**config.mk**
```make
export PLATFORM = sky130hd
export DESIGN_NAME = disk_cmd_check
export DESIGN_NICKNAME = d
export VERILOG_FILES = /design/src/rtl/disk_cmd_check.sv
export SDC_FILE = /design/constraint.sdc
export NUM_CORES = 1
export LEC_CHECK = 0
export BUFFER_PORTS_ARGS = -buffer_cell sky130_fd_sc_hd__buf_2
export CORE_ASPECT_RATIO = 0.9
export CORE_MARGIN = 2
export CORE_UTILIZATION = 30
export CTS_BUF_LIST = sky130_fd_sc_hd__clkbuf_4 sky130_fd_sc_hd__clkbuf_8
export DETAILED_ROUTE_END_ITERATION = 8
export GPL_TIMING_DRIVEN = 0
export HOLD_SLACK_MARGIN = 0.12
export MAX_ROUTING_LAYER = met4
export PLACE_DENSITY_LB_ADDON = 0.12
export SLEW_MARGIN = 5
export SYNTH_ARGS = -nofsm -noshare
export SYNTH_HDL_FRONTEND = slang
export SYNTH_SLANG_ARGS = --single-unit
```
**constraint.sdc**
```tcl
create_clock -name clk -period 2.2 [get_ports clk]
set_input_delay 0.22 -clock clk [delete_from_list [all_inputs] [get_ports clk]]
set_output_delay 0.22 -clock clk [all_outputs]
set_load 0.03 [all_outputs]
```
**src/rtl/disk_cmd_check.sv**
```systemverilog
module disk_cmd_check #(
  parameter int CYL_W  = 10,
  parameter int SURF_W = 3,
  parameter int SECT_W = 5
) (
  input  logic              clk,
  input  logic              rst_n,
  input  logic              reg_wr,
  input  logic              reg_go,
  input  logic              reg_clr,
  input  logic              op_finish,
  input  logic [3:0]        fn,
  input  logic              type_req,
  input  logic              fmt_bit,
  input  logic              drv_present,
  input  logic              drv_loaded,
  input  logic              drv_vv,
  input  logic              drv_busy,
  input  logic              drv_type,
  input  logic [CYL_W-1:0]  cyl,
  input  logic [CYL_W-1:0]  cyl_lim,
  input  logic [SURF_W-1:0] surf,
  input  logic [SURF_W-1:0] surf_lim,
  input  logic [SECT_W-1:0] sect,
  input  logic [SECT_W-1:0] sect_lim,
  output logic              start,
  output logic              go,
  output logic              done,
  output logic              err,
  output logic              attn,
  output logic              drv_int,
  output logic [9:0]        err_bits
);
  localparam int E_NED = 0, E_PGE = 1, E_FMT = 2, E_DTY = 3, E_NXF = 4;
  localparam int E_UNS = 5, E_SKI = 6, E_IAE = 7, E_OPI = 8, E_ILF = 9;
  localparam logic [3:0] F_NOP = 4'd0, F_DCLR = 4'd2, F_LAST = 4'd12;

  logic       known, instant, need_type, need_vv, need_cyl, need_sect, type_bad;
  logic       ignore, late_dty, attn_req;
  logic [9:0] chk_err;

  assign known     = fn <= F_LAST;
  assign instant   = (fn == F_NOP) || (fn == F_DCLR);
  assign need_type = known && !instant;
  assign need_vv   = known && (fn >= 4'd5);
  assign need_cyl  = known && (fn >= 4'd7);
  assign need_sect = known && (fn >= 4'd8);
  assign type_bad  = type_req != drv_type;

  always_comb begin
    chk_err  = '0;
    ignore   = 1'b0;
    late_dty = 1'b0;
    if (!drv_present)                                         chk_err[E_NED] = 1'b1;
    else if (fmt_bit)                                         chk_err[E_FMT] = 1'b1;
    else if (need_type && type_bad)                           chk_err[E_DTY] = 1'b1;
    else if (need_vv && !drv_vv)                              chk_err[E_NXF] = 1'b1;
    else if (need_type && !drv_loaded)                        chk_err[E_UNS] = 1'b1;
    else if (need_type && drv_busy)                           ignore = 1'b1;
    else if (need_cyl && (cyl >= cyl_lim || surf >= surf_lim)) begin
      chk_err[E_SKI] = 1'b1;
      chk_err[E_IAE] = 1'b1;
    end
    else if (need_sect && sect >= sect_lim)                   chk_err[E_OPI] = 1'b1;
    else if (!known)                                          chk_err[E_ILF] = 1'b1;
    else if (instant && type_bad)                             late_dty = 1'b1;
  end

  assign attn_req = chk_err[E_NXF] || chk_err[E_UNS];
  assign err      = |err_bits;

  logic cmd, clr, prog_err;
  assign clr      = reg_wr && reg_clr;
  assign prog_err = reg_wr && !reg_clr && go;
  assign cmd      = reg_wr && reg_go && !reg_clr && !go && !err;

  always_ff @(posedge clk or negedge rst_n) begin
    if (!rst_n) begin
      err_bits <= '0;
      go       <= 1'b0;
      done     <= 1'b1;
      start    <= 1'b0;
      attn     <= 1'b0;
      drv_int  <= 1'b0;
    end else begin
      start <= 1'b0;
      attn  <= 1'b0;
      if (clr) begin
        err_bits <= '0;
        go       <= 1'b0;
        done     <= 1'b1;
        drv_int  <= 1'b0;
      end else if (prog_err) begin
        err_bits[E_PGE] <= 1'b1;
        go              <= 1'b0;
        done            <= 1'b1;
      end else if (cmd) begin
        if (chk_err != '0) begin
          err_bits <= err_bits | chk_err;
          done     <= 1'b1;
          attn     <= attn_req;
          if (attn_req) drv_int <= 1'b1;
        end else if (!ignore) begin
          start   <= 1'b1;
          drv_int <= 1'b0;
          if (!instant) begin
            go   <= 1'b1;
            done <= 1'b0;
          end
          if (late_dty) err_bits[E_DTY] <= 1'b1;
        end
      end else if (op_finish && go) begin
        go   <= 1'b0;
        done <= 1'b1;
      end
    end
  end

  AST_GO_DONE_EXCL: assert property (@(posedge clk) disable iff (!rst_n)
    go |-> !done);
  AST_ATTN_CAUSE: assert property (@(posedge clk) disable iff (!rst_n)
    attn |-> ((err_bits[E_NXF] || err_bits[E_UNS]) && drv_int));
  AST_PGE_ABORTS: assert property (@(posedge clk) disable iff (!rst_n)
    (reg_wr && !reg_clr && go) |=> (err_bits[E_PGE] && done && !go));
  AST_CLEAR_WINS: assert property (@(posedge clk) disable iff (!rst_n)
    (reg_wr && reg_clr) |=> (!err && done && !go && !drv_int));
  AST_ERR_BLOCKS: assert property (@(posedge clk) disable iff (!rst_n)
    (reg_wr && reg_go && !reg_clr && err) |=> !start);
  AST_NED_FIRST: assert property (@(posedge clk) disable iff (!rst_n)
    (reg_wr && reg_go && !reg_clr && !go && !err && !drv_present) |=> (err_bits[E_NED] && !start));
  AST_BUSY_QUIET: assert property (@(posedge clk) disable iff (!rst_n)
    (reg_wr && reg_go && !reg_clr && !go && !err && drv_present && !fmt_bit && drv_busy &&
     drv_loaded && drv_vv && !type_bad && fn != F_NOP && fn != F_DCLR && fn <= F_LAST)
    |=> (!start && !attn && $stable(err_bits)));
endmodule

```
==> out/results.txt, run 1 <==
Share of cells above drive strength 1 -> 0.3864
Clock Skew -> 0.001448 ns
Fin util -> 0.4287
Final min period -> 2.031 ns
CP peak stage delay -> 0.48 ns
Final wirelength -> 2989 microns
Drt pass-1 iters -> 4
Critical path class -> flip-flop to flip-flop
CTS Sinks -> 15
Pre-CTS setup slack -> -0.07680 ns
Worst Path Buf+Inv -> 1
CP cell instances -> nor4bb_2, and4_1, buf_2, o41ai_2, or4_1, a21oi_1
N_diodes -> 0
Slew Limit Fails -> 0
Power Density -> 434.6 mW/mm^2
Startpoint Class -> flip-flop
Critical Path AT -> 2.20 ns
Cells after Synth -> 147
Compound-Gate Fraction of Synth Area -> 0.2387
CTS Buffer Depth -> 2
Cell variety after synth -> 42
Clk pwr share -> 0.299
CTS buffer count -> 3
Final setup viols -> 0
Die area -> 0.004766 sq mm
# port buffers -> 68
Crit-path leading delay family -> simple AND/OR/NAND/NOR gates
DR vias/cell -> 4.668
Asr flop ratio synth -> 1.000
Rows -> 22
Vias in the first global route -> 1213
Fin crit share -> 0.9232
Avg WL per Cell -> 11.15 microns
Antenna-violating nets left -> 0
First-pass GRT wire length -> 4988 microns
Mux contribution to synthesized area -> 0.01183
Drt drc -> 0
Post-DP HPWL -> 2575 microns
Area share of fa/ha/maj cells after synthesis -> 0.1775
Power Internal -> 0.5313 mW
Setup ws final -> 0.1690 ns
Fmax -> 0.4924 GHz
Skew-Pair Late Insertion Delay -> 0.24 ns
Starting Density -> 0.3114
Hold crit path type -> input port to flip-flop
Clock transition at path regs -> 0.06 ns
Pin count of the biggest net entering global routing -> 16
Total grt overflow -> 0
Net Sw Frac -> 0.3002
DRT iter0 DRCs -> 33
Critical path's slowest cell -> or4_1
Post-Synth Simple-Gate Area -> 0.1903
Total negative setup slack -> 0 ns
Most common cell after layout, fill and taps aside -> buf_2
Avg Cell Area, Syn -> 8.631 sq um
Hold Fails Final Rpt -> 0
Overall routing resource usage -> 0.1354
Unrepaired setup endpoints after global routing -> no
Core area -> 0.004074 sq mm
Post-Syn Area -> 0.001269 sq mm
Part of the power in registers -> 0.382
RePlAce Congestion -> 0.7421
Maximum vdd ir drop -> 0.2181 mV
Die height -> 65.70 microns
Post-CTS Setup Bufs -> 0
Crit path required time -> 2.37 ns
Top-area cell type share of the netlist area -> 0.2761
CP endpoint kind -> flip-flop
Main combinational cell family by area after synthesis -> compound AO/OA/AOI/OAI gates
Via Count -> 1251
Layout Nets -> 292
Synth Flop Type -> dfrtp_1
Worst Tran Pin Value -> 0.5788 ns
Area contributors post-synth -> dfrtp_1, ha_1, inv_1
Number of synthesized flops with an enable pin -> 0
Syn nets -> 218
Worst Path Max Fanout -> 7
Maxcap violations -> 0
Num ports -> 69
Yosys synthesis warning count -> 0
Post-synth top area cell -> dfrtp_1
Leakage power -> 0.9720 nW
H-tree levels -> 1
Register area share after synthesis -> 0.2968
Worst rel slew slack -> 0.6142
Initial antenna violation count -> 0
R2R Setup Slk -> 0.17 ns
Post-synthesis xor/xnor area fraction -> 0.006903
Root Buffer -> clkbuf_8
Psw -> 0.2279 mW
CTS tree -> built
Register bit total from synthesis -> 15
Most frequent cells in the layout -> buf_2, inv_1, nor2_1, ha_1, dfrtp_1
Gate power share -> 0.319
Die W -> 72.55 microns
Status -> finished, final reports clean
Synthesis-to-layout area growth -> 37.67%
==> layer usage <==
layer,track usage,vias to the layer above,share of wire
met1,0.1709,537,0.49
li1,-,671,-
met2,0.2193,39,0.45
met4,0.02546,0,0.0097
met3,0.03681,4,0.056
met5,-,-,0
==> registers in the layout (all words and copies together), names as in the netlist <==
signal,flops
err_bits,10
done,1
start,1
drv_int,1
go,1
attn,1
==> cells in the mapped netlist, types with 2 or more instances <==
cell,count
nor3_1,3
nand4b_1,3
a21oi_1,11
o21ai_2,2
o22ai_1,2
o21ai_0,4
a31oi_1,4
nor2_1,23
nor2b_1,2
ha_1,18
nand2_1,5
dfrtp_1,14
inv_1,24
nand2b_1,2
nor4_1,2
a2111oi_4,2
==> cell type report <==
class,count,area (sq um)
tap,48,60.06
sequential,15,376.6
fill,435,2327
clock buffer,4,48.80
inverter,24,90.09
buffer,2,8.758
multi-input combinational,106,812.0
timing repair buffer,69,350.3
==> path summary, 6_finish.rpt <==
path                                              start                       to  cells after the start
worst max-delay path                     go$_DFFE_PN0P_           go$_DFFE_PN0P_                      6
worst min-delay path                            reg_clr      drv_int$_DFFE_PN0P_                      2
worst max register to register           go$_DFFE_PN0P_           go$_DFFE_PN0P_                      6
worst min register to register  err_bits[9]$_DFFE_PN0P_  err_bits[9]$_DFFE_PN0P_                      2
max in group asynchronous                         rst_n         done$_DFFE_PN1P_                      2
min in group asynchronous                         rst_n  err_bits[1]$_DFFE_PN0P_                      2
==> timing repair <==
action                                  in CTS  in global routing
endpoints found under the setup margin       0                  3
hold buffers                                 1                  0
resized for setup                            0                  3
endpoints found under the hold margin       14                  0
==> cell families after synthesis <==
logic type                 after synthesis
AOI/OAI and AO/OA                       38
adders and majority gates               18
buffers and inverters                   26
DFF                                     15
muxes                                    1
and+or+nand+nor                         48
xor gates and xnor gates                 1
==> metrics by stage <==
step / power (mW) / area (sq um) / std cells / hold slack [ns]
floorplan: 0.4419 / 1269 / 147 / -0.07559
global placement: 0.5373 / 1669 / 263 / 0.1449
detailed placement: 0.5368 / 1669 / 263 / 0.1423
CTS: 0.7713 / 1728 / 268 / 0.1882
global route: 0.8226 / 1747 / 268 / 0.2006
finish: 0.7592 / 1747 / 268 / 0.2042
==> power by group through the flow <==
stage	sequential (mW)	combinational [mW]	clock (mW)
6_report	0.290	0.242	0.227
2_1_floorplan	0.308	0.134	0
4_1_cts	0.290	0.245	0.237
5_1_grt	0.291	0.276	0.256
3_3_place_gp	0.294	0.243	0
3_5_place_dp	0.294	0.242	0
==> worst register-to-register path, cell delays in order (launching register included) <==
cell and delay (ns):
dfrtp_1 0.43, nor4bb_2 0.34, and4_1 0.23, buf_2 0.19, o41ai_2 0.13, or4_1 0.48, a21oi_1 0.16
No activity file was read; power rests on OpenSTA's default activity.
==> run 2, diff against run 1 <==
BUFFER_PORTS_ARGS = default   (was -buffer_cell sky130_fd_sc_hd__buf_2)
CORE_UTILIZATION = 55   (was 30)
DONT_BUFFER_PORTS = 1   (was default)
HOLD_SLACK_MARGIN = default   (was 0.12)
==> out/results.txt, run 2 (synthesized netlist as in run 1, its figures left out) <==
Overall routing resource usage -> 0.2359
Die height -> 49.57 microns
RePlAce Congestion -> 0.8494
Register Area -> 385.4 sq um
Skew-Pair Late Insertion Delay -> 0.29 ns
Status -> finished, final reports clean
Net Sw Frac -> 0.3232
Final min period -> 2.067 ns
Worst Tran Pin Value -> 0.6636 ns
Via Count -> 1089
Unrepaired setup endpoints after global routing -> no
Pre-CTS setup slack -> -0.03761 ns
Root Buffer -> clkbuf_4
Initial antenna violation count -> 0
Power Density -> 461.7 mW/mm^2
CP peak stage delay -> 0.52 ns
Critical path class -> flip-flop to flip-flop
Critical Path AT -> 2.28 ns
Psw -> 0.2093 mW
Clock Skew -> 0.003502 ns
Maximum vdd ir drop -> 0.4534 mV
Gate power share -> 0.262
Clk pwr share -> 0.262
Maxcap violations -> 0
CTS Sinks -> 15
Num ports -> 69
# port buffers -> 0
Most frequent cells in the layout -> inv_1, nor2_1, ha_1, a21oi_1
Antenna-violating nets left -> 0
Fin crit share -> 0.9396
Clock transition at path regs -> 0.08 ns
Core area -> 0.002182 sq mm
Critical path's slowest cell -> dfrtp_2
Final wirelength -> 2733 microns
CTS tree -> built
Most flop-heavy register -> err_bits
Startpoint Class -> flip-flop
Pin count of the biggest net entering global routing -> 16
CTS Buffer Depth -> 2
CTS buffer count -> 3
N_diodes -> 0
Fmax -> 0.4838 GHz
Layout Nets -> 224
Drt drc -> 0
Die area -> 0.002707 sq mm
DR vias/cell -> 6.084
Fin util -> 0.6428
Worst Path Max Fanout -> 7
Most common cell after layout, fill and taps aside -> inv_1
H-tree levels -> 1
Hold Fails Final Rpt -> 0
Hold crit path type -> input port to flip-flop
Die W -> 54.63 microns
Final setup viols -> 0
Post-DP HPWL -> 2178 microns
Drt pass-1 iters -> 4
Vias in the first global route -> 1083
Total grt overflow -> 0
Multi-input gate area -> 842.1 sq um
Crit-path leading delay family -> simple AND/OR/NAND/NOR gates
Starting Density -> 0.5814
First-pass GRT wire length -> 4623 microns
Max reg flops -> 10
Setup ws final -> 0.1330 ns
CP cell instances -> nor4bb_4, and4_1, clkbuf_4, o41ai_2, or4_1, a21oi_2
Part of the power in registers -> 0.476
Placed cell count -> 174
Leakage power -> 0.6763 nW
Worst rel slew slack -> 0.5562
Post-CTS Setup Bufs -> 0
Synthesis-to-layout area growth -> 10.55%
Worst Path Buf+Inv -> 1
Avg WL per Cell -> 15.27 microns
CP endpoint kind -> flip-flop
Final Non-Filler Cells -> 179
Rows -> 16
Fillcell total -> 221
Share of cells above drive strength 1 -> 0.1645
DRT iter0 DRCs -> 18
Crit path required time -> 2.41 ns
Power Internal -> 0.4382 mW
Slew Limit Fails -> 0
==> run 2: per-stage QoR <==
stage          total power [mW]  setup TNS (ns)  hold slack, ns  instance area, sq um
2_1_floorplan            0.4419               0        -0.07559                  1269
3_3_place_gp             0.4621        -0.01888        -0.07521                  1303
3_5_place_dp             0.4678        -0.03761        -0.07527                  1303
4_1_cts                  0.6481               0        0.005225                  1363
5_1_grt                  0.6940               0        0.001139                  1403
6_report                 0.6475               0         0.01444                  1403
==> run 2: area by class of cell <==
cell class,instances,share of cell area
Multi-Input combinational cell,106,0.6004
Sequential cell,15,0.2748
Inverter,24,0.06423
Tap cell,27,0.02409
Clock buffer,4,0.02141
Buffer,2,0.008029
Timing Repair Buffer,1,0.007136
==> run 2: power by group through the flow <==
stage          logic, mW  registers (mW)  clock network [mW]
6_report           0.170           0.308               0.170
5_1_grt            0.197           0.310               0.187
4_1_cts            0.167           0.305               0.176
3_5_place_dp       0.158           0.310                   0
3_3_place_gp       0.152           0.310                   0
2_1_floorplan      0.134           0.308                   0
==> run 2: worst reg2reg max path, cell delays in order (launching register included) <==
cell	delay, ns
dfrtp_2	0.52
nor4bb_4	0.35
and4_1	0.22
clkbuf_4	0.18
o41ai_2	0.12
or4_1	0.45
a21oi_2	0.16
==> run 2: path summary, 6_finish.rpt <==
check,from,endpoint,slack [ns],cells after the start
setup / recovery,go$_DFFE_PN0P_,go$_DFFE_PN0P_,0.13,6
hold / removal,reg_clr,drv_int$_DFFE_PN0P_,0.01,1
setup reg to reg,go$_DFFE_PN0P_,go$_DFFE_PN0P_,0.13,6
hold reg to reg,done$_DFFE_PN1P_,done$_DFFE_PN1P_,0.63,2
max in group asynchronous,rst_n,err_bits[4]$_DFFE_PN0P_,1.33,1
min in group asynchronous,rst_n,err_bits[9]$_DFFE_PN0P_,0.40,1
==> run 2: repair_timing <==
action	in CTS	in global routing
hold buffers	1	0
pin swaps	0	2
gates resized for setup	4	11
endpoints found under the hold margin	15	0
gates cloned	0	0
endpoints found under the setup margin	1	3
==> run 2: metal layers <==
metal  up-vias  part of all wire  global-route usage
met1       486              0.39              0.2808
met3        11             0.091             0.08788
met5         -                 0                   -
met2        56              0.50              0.3631
met4         0             0.025             0.07500
li1        536                 -                   -
==> run 3, diff against run 2 <==
ABC_AREA = 1   (was default)
CORE_UTILIZATION = 25   (was 55)
==> out/results.txt, run 3 <==
Compound-Gate Fraction of Synth Area -> 0.1364
Hold crit path type -> input port to flip-flop
Post-synthesis xor/xnor area fraction -> 0
H-tree levels -> 1
Fillcell total -> 676
# port buffers -> 0
Area share of fa/ha/maj cells after synthesis -> 0.1471
N_diodes -> 0
Final wirelength -> 3517 microns
Hold slack -> 0.1546 ns
Drt pass-1 iters -> 4
Via Count -> 1290
Mux contribution to synthesized area -> 0
Number of synthesized flops with an enable pin -> 0
Unrepaired setup endpoints after global routing -> no
CP endpoint kind -> flip-flop
Post-DP HPWL -> 3037 microns
Post-cts sizing count -> 0
Top-area cell type share of the netlist area -> 0.2288
Leakage power -> 0.9445 nW
Crit-path leading delay family -> simple AND/OR/NAND/NOR gates
CTS tree -> built
Synthesis-to-layout area growth -> 9.559%
CP peak stage delay -> 0.53 ns
Max reg flops -> 10
Post-Synth Simple-Gate Area -> 0.3448
Initial antenna violation count -> 0
Post-CTS Setup Bufs -> 0
Worst rel slew slack -> 0.5267
Post-Syn Area -> 0.001531 sq mm
Drt drc -> 0
Core area -> 0.006013 sq mm
Critical path's slowest cell -> dfrtp_1
Placement Cell Area -> 0.001622 sq mm
Critical Path AT -> 2.09 ns
Vias in the first global route -> 1256
Startpoint Class -> flip-flop
Yosys synthesis warning count -> 0
Share of cells above drive strength 1 -> 0.1390
First-pass GRT wire length -> 6106 microns
RePlAce Congestion -> 0.7509
Antenna-violating nets left -> 0
Cells after Synth -> 218
Synth Flop Type -> dfrtp_1
Total negative setup slack -> 0 ns
DR vias/cell -> 4.373
Crit path required time -> 2.34 ns
Setup ws final -> 0.2475 ns
Layout Nets -> 295
Die area -> 0.006769 sq mm
Worst Tran Pin Value -> 0.7077 ns
Clock Skew -> 0.005815 ns
Worst Path Buf+Inv -> 1
Most flop-heavy register -> err_bits
Most frequent cell after synthesis -> nand2_1
Worst Path Max Fanout -> 10
Cell variety after synth -> 31
Num ports -> 69
Crit path top cell by count -> nand2_1
Pre-CTS setup slack -> 0.1899 ns
CP cell instances -> nor2_1, nand2_1, nor3_1, nand3_1, nand2_2, nand2_4, buf_12, nand3_2, nand2_1
R2R Setup Slk -> 0.25 ns
Post-synth top area cell -> dfrtp_1
Overall routing resource usage -> 0.1153
Clock transition at path regs -> 0.07 ns
DRT iter0 DRCs -> 34
Maxcap violations -> 0
Rows -> 27
Die W -> 86.50 microns
Area contributors post-synth -> dfrtp_1, ha_1, nand2_1
Syn nets -> 289
Most frequent cells in the layout -> nand2_1, inv_1, nor2_1, ha_1, dfrtp_1
Register bit total from synthesis -> 15
Final min period -> 1.952 ns
Pin count of the biggest net entering global routing -> 16
Fin util -> 0.2790
Slew Limit Fails -> 0
Synth top cells by count -> nand2_1, inv_1, nor2_1
Final Instance Area -> 0.001678 sq mm
Critical path class -> flip-flop to flip-flop
Avg WL per Cell -> 11.92 microns
Root Buffer -> clkbuf_8
Fmax -> 0.5122 GHz
Fin crit share -> 0.8875
Maximum vdd ir drop -> 0.2985 mV
Die height -> 78.25 microns
Starting Density -> 0.2547
Power Density -> 657.4 mW/mm^2
CTS Buffer Depth -> 2
Post-CTS Hold Buffers -> 1
Hold Fails Final Rpt -> 0
Status -> finished, final reports clean
Asr flop ratio synth -> 1.000
Final setup viols -> 0
Main combinational cell family by area after synthesis -> simple AND/OR/NAND/NOR gates
Total grt overflow -> 0
CTS Sinks -> 15
Avg Cell Area, Syn -> 7.025 sq um
Skew-Pair Late Insertion Delay -> 0.25 ns
CTS buffer count -> 3
Most common cell after layout, fill and taps aside -> nand2_1
Register area share after synthesis -> 0.2459
==> run 3: cells by family after synthesis <==
family	Yosys count
simple gates	104
buf+inv	47
compound gates	34
fa+ha+maj	18
flops	15
==> run 3: final timing paths <==
path                                          from  depth (start not counted)                 endpoint
max                        err_bits[4]$_DFFE_PN0P_                          9  err_bits[3]$_DFFE_PN0P_
min                                         reg_wr                          2  err_bits[1]$_DFFE_PN0P_
max reg2reg                err_bits[4]$_DFFE_PN0P_                          9  err_bits[3]$_DFFE_PN0P_
min reg2reg                       done$_DFFE_PN1P_                          2         done$_DFFE_PN1P_
max in group asynchronous                    rst_n                          1  err_bits[1]$_DFFE_PN0P_
min in group asynchronous                    rst_n                          1  err_bits[6]$_DFFE_PN0P_
==> run 3: power breakdown <==
| group | internal, mW | switching (mW) | total (mW) |
|---|---|---|---|
| logic | 0.131 | 0.207 | 0.338 |
| clock network | 0.125 | 0.102 | 0.227 |
| registers | 0.341 | 0.197 | 0.538 |
==> run 3: area by class of cell <==
cell class / instances / area [sq um] / area share
clock inverters: 1 / 5.005 / 0.002983
plain buffers: 2 / 23.77 / 0.01417
well taps: 72 / 90.09 / 0.05369
repair buffers: 1 / 10.01 / 0.005966
clock buffers: 3 / 41.29 / 0.02461
flip-flops and latches: 15 / 376.6 / 0.2245
multi-input cells: 156 / 962.2 / 0.5735
inverters: 45 / 168.9 / 0.1007
==> run 3: metrics by stage <==
stage | cells | total power [mW]
floorplan | 218 | 0.8041
global placement | 290 | 0.8821
detailed placement | 290 | 0.8824
CTS | 295 | 1.119
global route | 295 | 1.198
finish | 295 | 1.103
==> run 3: layer usage <==
layer	GRT usage	up-vias	wire, microns
met5	-	-	0
met1	0.1617	545	1786
met4	0.01250	0	31
li1	-	706	-
met3	0.03470	4	189
met2	0.1692	35	1509
